--- config.mk ---
export PLATFORM = sky130hd
export DESIGN_NAME = assoc_cache2w
export DESIGN_NICKNAME = d
export VERILOG_FILES = /design/src/rtl/assoc_cache2w_pkg.sv /design/src/rtl/assoc_cache2w_lfsr.sv /design/src/rtl/assoc_cache2w_victim.sv /design/src/rtl/assoc_cache2w.sv
export SDC_FILE = /design/constraint.sdc
export NUM_CORES = 1
export LEC_CHECK = 0
export BUFFER_PORTS_ARGS = -buffer_cell sky130_fd_sc_hd__buf_2
export CORE_ASPECT_RATIO = 0.6
export CORE_MARGIN = 10
export CORE_UTILIZATION = 60
export DETAILED_ROUTE_END_ITERATION = 12
export PLACE_DENSITY = 0.81
export SYNTH_ARGS = -nofsm -noshare
export SYNTH_HDL_FRONTEND = slang
export SYNTH_SLANG_ARGS = --single-unit
--- constraint.sdc ---
create_clock -name clk_i -period 3.9 [get_ports clk_i]
set_clock_uncertainty 0.1 [all_clocks]
set_input_delay 0.39 -clock clk_i [delete_from_list [all_inputs] [get_ports clk_i]]
set_output_delay 0.39 -clock clk_i [all_outputs]
set_load 0.02 [all_outputs]
--- src/rtl/assoc_cache2w_pkg.sv ---
package assoc_cache2w_pkg;

    typedef enum logic [1:0] {
        ST_IDLE  = 2'd0,
        ST_EVICT = 2'd1,
        ST_FILL  = 2'd2,
        ST_THRU  = 2'd3
    } ctl_state_e;

    typedef enum logic [1:0] {
        KIND_HIT      = 2'd0,
        KIND_COLD     = 2'd1,
        KIND_CONFLICT = 2'd2
    } access_kind_e;

    localparam logic [1:0] POL_LRU = 2'd0;
    localparam logic [1:0] POL_MRU = 2'd1;

endpackage

--- src/rtl/assoc_cache2w_lfsr.sv ---
module assoc_cache2w_lfsr #(
    parameter logic [7:0] SEED = 8'hA5
) (
    input  logic clk_i,
    input  logic rst_ni,
    output logic bit_o
);
    logic [7:0] sr_d, sr_q;

    always_comb begin
        sr_d = {sr_q[6:0], sr_q[7] ^ sr_q[5] ^ sr_q[4] ^ sr_q[3]};
    end

    always_ff @(posedge clk_i or negedge rst_ni) begin
        if (!rst_ni) sr_q <= SEED;
        else         sr_q <= sr_d;
    end

    assign bit_o = sr_q[0];
endmodule

--- src/rtl/assoc_cache2w_victim.sv ---
module assoc_cache2w_victim
    import assoc_cache2w_pkg::*;
(
    input  logic [1:0] valid_i,
    input  logic       recent_i,
    input  logic [1:0] policy_i,
    input  logic       rnd_i,
    output logic       way_o,
    output logic       cold_o
);
    always_comb begin
        cold_o = 1'b1;
        way_o  = 1'b0;
        if (!valid_i[0]) begin
            way_o = 1'b0;
        end else if (!valid_i[1]) begin
            way_o = 1'b1;
        end else begin
            cold_o = 1'b0;
            case (policy_i)
                POL_LRU: way_o = ~recent_i;
                POL_MRU: way_o = recent_i;
                default: way_o = rnd_i;
            endcase
        end
    end
endmodule

--- src/rtl/assoc_cache2w.sv ---
module assoc_cache2w
    import assoc_cache2w_pkg::*;
#(
    parameter int         ADDR_W     = 4,
    parameter int         SET_W      = 1,
    parameter int         DATA_W     = 8,
    parameter int         WRITE_BACK = 1,
    parameter logic [7:0] RND_SEED   = 8'hA5
) (
    input  logic              clk_i,
    input  logic              rst_ni,
    input  logic [1:0]        policy_i,
    input  logic              req_valid_i,
    input  logic              req_write_i,
    input  logic [ADDR_W-1:0] req_addr_i,
    input  logic [DATA_W-1:0] req_wdata_i,
    output logic              req_ready_o,
    output logic              resp_valid_o,
    output logic [DATA_W-1:0] resp_data_o,
    output logic              resp_hit_o,
    output logic [1:0]        resp_kind_o,
    output logic              mem_req_o,
    output logic              mem_we_o,
    output logic [ADDR_W-1:0] mem_addr_o,
    output logic [DATA_W-1:0] mem_wdata_o,
    input  logic              mem_ack_i,
    input  logic [DATA_W-1:0] mem_rdata_i
);
    localparam int TAG_W = ADDR_W - SET_W;
    localparam int NSETS = 1 << SET_W;

    typedef struct packed {
        ctl_state_e                          st;
        logic [NSETS-1:0][1:0]               vld;
        logic [NSETS-1:0][1:0]               dty;
        logic [NSETS-1:0][1:0][TAG_W-1:0]    tag;
        logic [NSETS-1:0][1:0][DATA_W-1:0]   dat;
        logic [NSETS-1:0]                    mru;
        logic [SET_W-1:0]                    set;
        logic [TAG_W-1:0]                    tg;
        logic                                way;
        logic                                wr;
        logic [DATA_W-1:0]                   wd;
        logic                                rv;
        logic                                rhit;
        access_kind_e                        rkind;
        logic [DATA_W-1:0]                   rdata;
    } ctl_t;

    ctl_t q, n;

    logic [SET_W-1:0]  a_set;
    logic [TAG_W-1:0]  a_tag;
    logic              hit0, hit1, v_way, v_cold, rnd;
    logic              inst;
    logic              inst_dirty;
    logic [DATA_W-1:0] inst_data;

    assign a_set = req_addr_i[SET_W-1:0];
    assign a_tag = req_addr_i[ADDR_W-1:SET_W];

    assoc_cache2w_lfsr #(.SEED(RND_SEED)) u_rnd (
        .clk_i  (clk_i),
        .rst_ni (rst_ni),
        .bit_o  (rnd)
    );

    assoc_cache2w_victim u_vic (
        .valid_i  (q.vld[a_set]),
        .recent_i (q.mru[a_set]),
        .policy_i (policy_i),
        .rnd_i    (rnd),
        .way_o    (v_way),
        .cold_o   (v_cold)
    );

    always_comb begin
        n          = q;
        n.rv       = 1'b0;
        inst       = 1'b0;
        inst_dirty = 1'b0;
        inst_data  = '0;
        hit0 = q.vld[a_set][0] && (q.tag[a_set][0] == a_tag);
        hit1 = q.vld[a_set][1] && (q.tag[a_set][1] == a_tag);
        case (q.st)
            ST_IDLE: begin
                if (req_valid_i) begin
                    n.set = a_set;
                    n.tg  = a_tag;
                    n.wr  = req_write_i;
                    n.wd  = req_wdata_i;
                    if (hit0 || hit1) begin
                        n.rhit         = 1'b1;
                        n.rkind        = KIND_HIT;
                        n.way          = hit1;
                        n.mru[a_set]   = hit1;
                        if (!req_write_i) begin
                            n.rv    = 1'b1;
                            n.rdata = q.dat[a_set][hit1];
                        end else begin
                            n.rdata              = req_wdata_i;
                            n.dat[a_set][hit1]   = req_wdata_i;
                            if (WRITE_BACK != 0) begin
                                n.dty[a_set][hit1] = 1'b1;
                                n.rv               = 1'b1;
                            end else begin
                                n.st = ST_THRU;
                            end
                        end
                    end else begin
                        n.rhit  = 1'b0;
                        n.rkind = v_cold ? KIND_COLD : KIND_CONFLICT;
                        n.way   = v_way;
                        n.rdata = req_wdata_i;
                        if (req_write_i && (WRITE_BACK == 0)) begin
                            n.st = ST_THRU;
                        end else if (q.vld[a_set][v_way] && q.dty[a_set][v_way]) begin
                            n.st = ST_EVICT;
                        end else if (req_write_i) begin
                            inst       = 1'b1;
                            inst_dirty = 1'b1;
                            inst_data  = req_wdata_i;
                        end else begin
                            n.st = ST_FILL;
                        end
                    end
                end
            end
            ST_EVICT: begin
                if (mem_ack_i) begin
                    if (q.wr) begin
                        inst       = 1'b1;
                        inst_dirty = 1'b1;
                        inst_data  = q.wd;
                    end else begin
                        n.st = ST_FILL;
                    end
                end
            end
            ST_FILL: begin
                if (mem_ack_i) begin
                    inst      = 1'b1;
                    inst_data = mem_rdata_i;
                end
            end
            default: begin
                if (mem_ack_i) begin
                    n.rv = 1'b1;
                    n.st = ST_IDLE;
                end
            end
        endcase
        if (inst) begin
            n.vld[n.set][n.way] = 1'b1;
            n.tag[n.set][n.way] = n.tg;
            n.dat[n.set][n.way] = inst_data;
            n.dty[n.set][n.way] = inst_dirty;
            n.mru[n.set]        = n.way;
            n.rdata             = inst_data;
            n.rv                = 1'b1;
            n.st                = ST_IDLE;
        end
    end

    always_ff @(posedge clk_i or negedge rst_ni) begin
        if (!rst_ni) q <= '0;
        else         q <= n;
    end

    assign req_ready_o  = (q.st == ST_IDLE);
    assign resp_valid_o = q.rv;
    assign resp_data_o  = q.rdata;
    assign resp_hit_o   = q.rhit;
    assign resp_kind_o  = q.rkind;
    assign mem_req_o    = (q.st != ST_IDLE);
    assign mem_we_o     = (q.st == ST_EVICT) || (q.st == ST_THRU);
    assign mem_addr_o   = (q.st == ST_EVICT) ? {q.tag[q.set][q.way], q.set} : {q.tg, q.set};
    assign mem_wdata_o  = (q.st == ST_EVICT) ? q.dat[q.set][q.way] : q.wd;

endmodule

-- Yosys cells after proc, flatten, opt, wreduce, memory -nomap -nowiden
Index checks and enable logic that the tools add are counted.
- register bits after elaboration: 90
- latch bits: 0
- memory bits (writable): 0
- ROM bits: 0
- input port bits: 27
- output and inout bits: 27
- word-level logic and storage cells: 176
- memories: 0
- $add $sub $neg: 0
- multipliers: 0
- divide/modulo/power cells: 0
- magnitude comparators: 11
- equal/unequal tests: 12
- shift-type cells: 0
- mux-type cells: 104
- bitwise operators: 6
- reductions and logical operators: 19
- operator list (operator ; number):
    two-way mux 8 bit ; 17
    two-way mux 16 bit ; 6
    bitwise mux 32 bit ; 2
    two-way mux 60 bit ; 1
    two-way mux 56 bit ; 1
    two-way mux 48 bit ; 1
    two-way mux 34 bit ; 1
    demux 16 bit (select 1 bit) ; 2
    two-way mux 32 bit ; 1
    two-way mux 6 bit ; 5
    two-way mux 2 bit ; 14
    two-way mux 1 bit ; 24
    case mux 8 bit (3 select lines) ; 1
    two-way mux 4 bit ; 5
    demux 8 bit (select 1 bit) ; 2
    < comparator 1 x 2 -> 1 bit, second input constant ; 7
    bitwise mux 12 bit ; 1
    two-way mux 11 bit ; 1
    two-way mux 3 bit ; 3
    inequality test 3 bit, second input constant ; 3
    OR 4 bit ; 2
    logical AND 1 bit ; 7
    AND reduction 7 bit ; 1
    demux 6 bit (select 1 bit) ; 1
    other kinds (23) ; 43

-- Logic depth before layout (Yosys ltp)
- depth after elaboration: 23
- mapped depth: 11

-- Cells and area by module
From an unflattened synthesis, not the netlist that was laid out.
- cell total of the unflattened synthesis: 466
- area, all modules: 5278.8 um^2
- by module, submodules not included (module ; times used ; cells an instance ; area each (um^2) ; seq. area each (um^2)):
    assoc_cache2w ; 1 ; 450 ; 5013.6 ; 2052.0
    assoc_cache2w_lfsr ; 1 ; 11 ; 231.5 ; 205.2
    assoc_cache2w_victim ; 1 ; 5 ; 33.8 ; 0.0

-- Worst setup path after synthesis
Ideal clock, no wire load.
- path type: in2reg
- start point: input req_addr_i[0]
- end point: register (tool-made name)
- arrival time: 2185 ps
- slack: 1490 ps
- stages: 8
- cell sequence: buf_6 mux2i_4 xor2_1 o2111a_1 a31oi_2 nor3b_4 o21a_1 mux2_2
- RTL lines (element ; line ; RTL):
    from (decl) ; assoc_cache2w.sv:15 ; input logic [ADDR_W-1:0] req_addr_i,

==> reports/metrics.csv <==
metric,value,unit
synth.distinct_cells,52,
synthesis.area,5070,µm²
cp.arrival,3.37,ns
grt_use_total,22.3,%
clk_latency,0.35,ns
drive_gt1_share,30.6,%
rsz0062_at_grt,false,
avgSynthCellArea,11.8,µm²
synth_edf_count,0,
worst_pin_slew,0.884,ns
htree_levels,3,
cts_sinks,90,
cts_buffers,9,
totalWireLength,13900,µm
drt_first_pass_iters,5,
critical-path-top-delay-family,simple AND/OR/NAND/NOR gates,
timing.final.crit_period,3.24,ns
async_reset_ff_share,100,%
coreArea,8040,µm²
n_antenna_cell,0,
io_pins,54,
cts_resized,0,
grt_max_degree,63,
worstPathCellList,inv_1 > nand2_1 > inv_1 > and2_1 > nand2_1 > nor3b_4 > o211a_2 > mux2_2,
setup_viol,0,
relSlewSlack,41.0,%
yosys_warnings,0,
cts_tree,yes,
end_kind,flip-flop,
gp_congestion,0.919,
crit_buf_inv,2,
fmax,0.309,GHz
cts_hold_buffers,0,
nNetsFinal,496,
vias_per_cell,6.51,
worstPathRequired,4.03,ns
root_buffer,clkbuf_16,
die_x,139,µm
fin_setup_tns,0,ns
fin_crit_sh,83.0,%
mostFrequentLayoutCell,dfrtp_1,
setup_slack,0.662,ns
final_hold_viol_count,0,
port_buffers,53,
ys_seq_area_share,44.5,%
hpwl,9450,µm
power_density,802,nW/µm²
crit_path_start_kind,flip-flop,
dp_cells,566,
drv_cap,0,
pre_cts_slack,0.533,ns
vias,3786,
ys_ff_latch,90,
syn-num-nets,455,
hp-class,in2async,
final_cell_mix,"86 x dfrtp_1, 82 x mux2i_1, 52 x buf_2",
gr-total-overflow,0,
start_util,63.1,%
syn_inst,428,
final_antenna_net_count,0,
drt_iter0_drc,516,
status,finished clean,
stdcell_count,582,
drv_slew,0,
peakVddDrop,358,µV
die_h,91.2,µm
final_core_util,70.6,%
cts.path.max_buffers,2,
areaGrowthSynthToFinish,12.0,%
crit_type,reg2reg,
crit_slowest_cell,o211a_2,
p_leak,2.65,nW
clkTransAtPathRegs,0.06,ns
synthFlopType,dfrtp_1,
antenna_found_initial,0,
route.detailed.drc,0,
dieArea,12600,µm²
post_cts_buffers,0,
grt_pass1_vias,3893,
grt_pass1_wl,22400,µm
rows,25,
crit_path_max_incr_delay,0.62,ns
crit_fanout,13,
avgRoutedWirePerCell,23.9,µm
[where the power goes]
part / leakage (nW) / switching [mW] / internal [mW] / total, mW
clock network: 0.156 / 0.360 / 0.577 / 0.937
logic: 1.36 / 1.10 / 0.872 / 1.97
registers: 1.13 / 0.357 / 1.28 / 1.64
total: 2.65 / 1.82 / 2.73 / 4.55
[layer usage]
metal | part of all wire, % | wire length, µm | up-vias | global-route usage, %
li1 | - | - | 1638 | -
met1 | 45 | 6210 | 1932 | 31.2
met2 | 45 | 6250 | 195 | 32.8
met3 | 8.9 | 1240 | 21 | 6.60
met4 | 1.5 | 214 | 0 | 6.06
met5 | 0 | 0 | - | 0
[per-stage QoR]
stage                     power [mW]  hold WS, ns  area [µm²]
after global routing            4.80       0.0869        5680
after global placement          3.51        0.237        5360
final                           4.55       0.0200        5680
after CTS                       4.54       0.0487        5680
after detailed placement        3.59        0.242        5360
after floorplan                 3.02     -0.00559        5070
[kinds of logic after synthesis]
logic type	synth area share [%]
compound gates	8.74
xor+xnor	2.07
buf+inv	4.89
flops	44.5
mux	30.6
simple gates	9.13
[Yosys cell counts, types with 2 or more instances]
cell      instances  area (µm²)
o32ai_1           2        17.5
xnor2_1           6        52.6
o21a_1            2        15.0
mux4_2           19         428
nor2b_1          14        87.6
a32o_1            2        20.0
o21ai_1           5        25.0
mux2i_1          82         821
nand2_1          44         165
clkbuf_1         11        41.3
o21ai_0           9        45.0
dfstp_2           4         105
xor2_1            6        52.6
buf_4            12        90.1
or3b_2            2        17.5
a32oi_1           9        78.8
or2_2             3        18.8
buf_1             4        15.0
or3_1             3        18.8
nand3b_1          2        15.0
o31ai_1           3        22.5
dfrtp_1          86        2150
nand2b_1          3        18.8
o211a_2           2        20.0
inv_1             7        26.3
mux2_2           25         282
nor2_1            8        30.0
buf_2             5        25.0
and2_1            3        18.8
o211ai_1          2        15.0
a21oi_1          19        95.1
buf_6             4        45.0
[area by class of cell]
| type | count | area, µm² |
|---|---|---|
| clock buffer | 11 | 243 |
| clock inverter | 5 | 77.6 |
| fill | 551 | 2360 |
| inverter | 7 | 26.3 |
| multi-input combinational | 294 | 2560 |
| sequential | 90 | 2260 |
| tap | 108 | 135 |
| timing repair buffer | 67 | 373 |
[path summary, 6_finish.rpt]
kind	start	to	slack, ns	cells after the start
max reg2reg	q[81]	flip-flop	0.66	8
max	q[81]	flip-flop	0.66	8
min	rst_ni	asynchronous set/reset pin	0.02	1
max in group asynchronous	rst_ni	resp_kind_o[0]	2.79	2
min reg2reg	u_rnd.sr_q[6]	u_rnd.sr_q[7]	0.25	0
min in group clk_i	req_wdata_i[2]	q[14]	0.22	3
No activity file was read; power rests on OpenSTA's default activity.
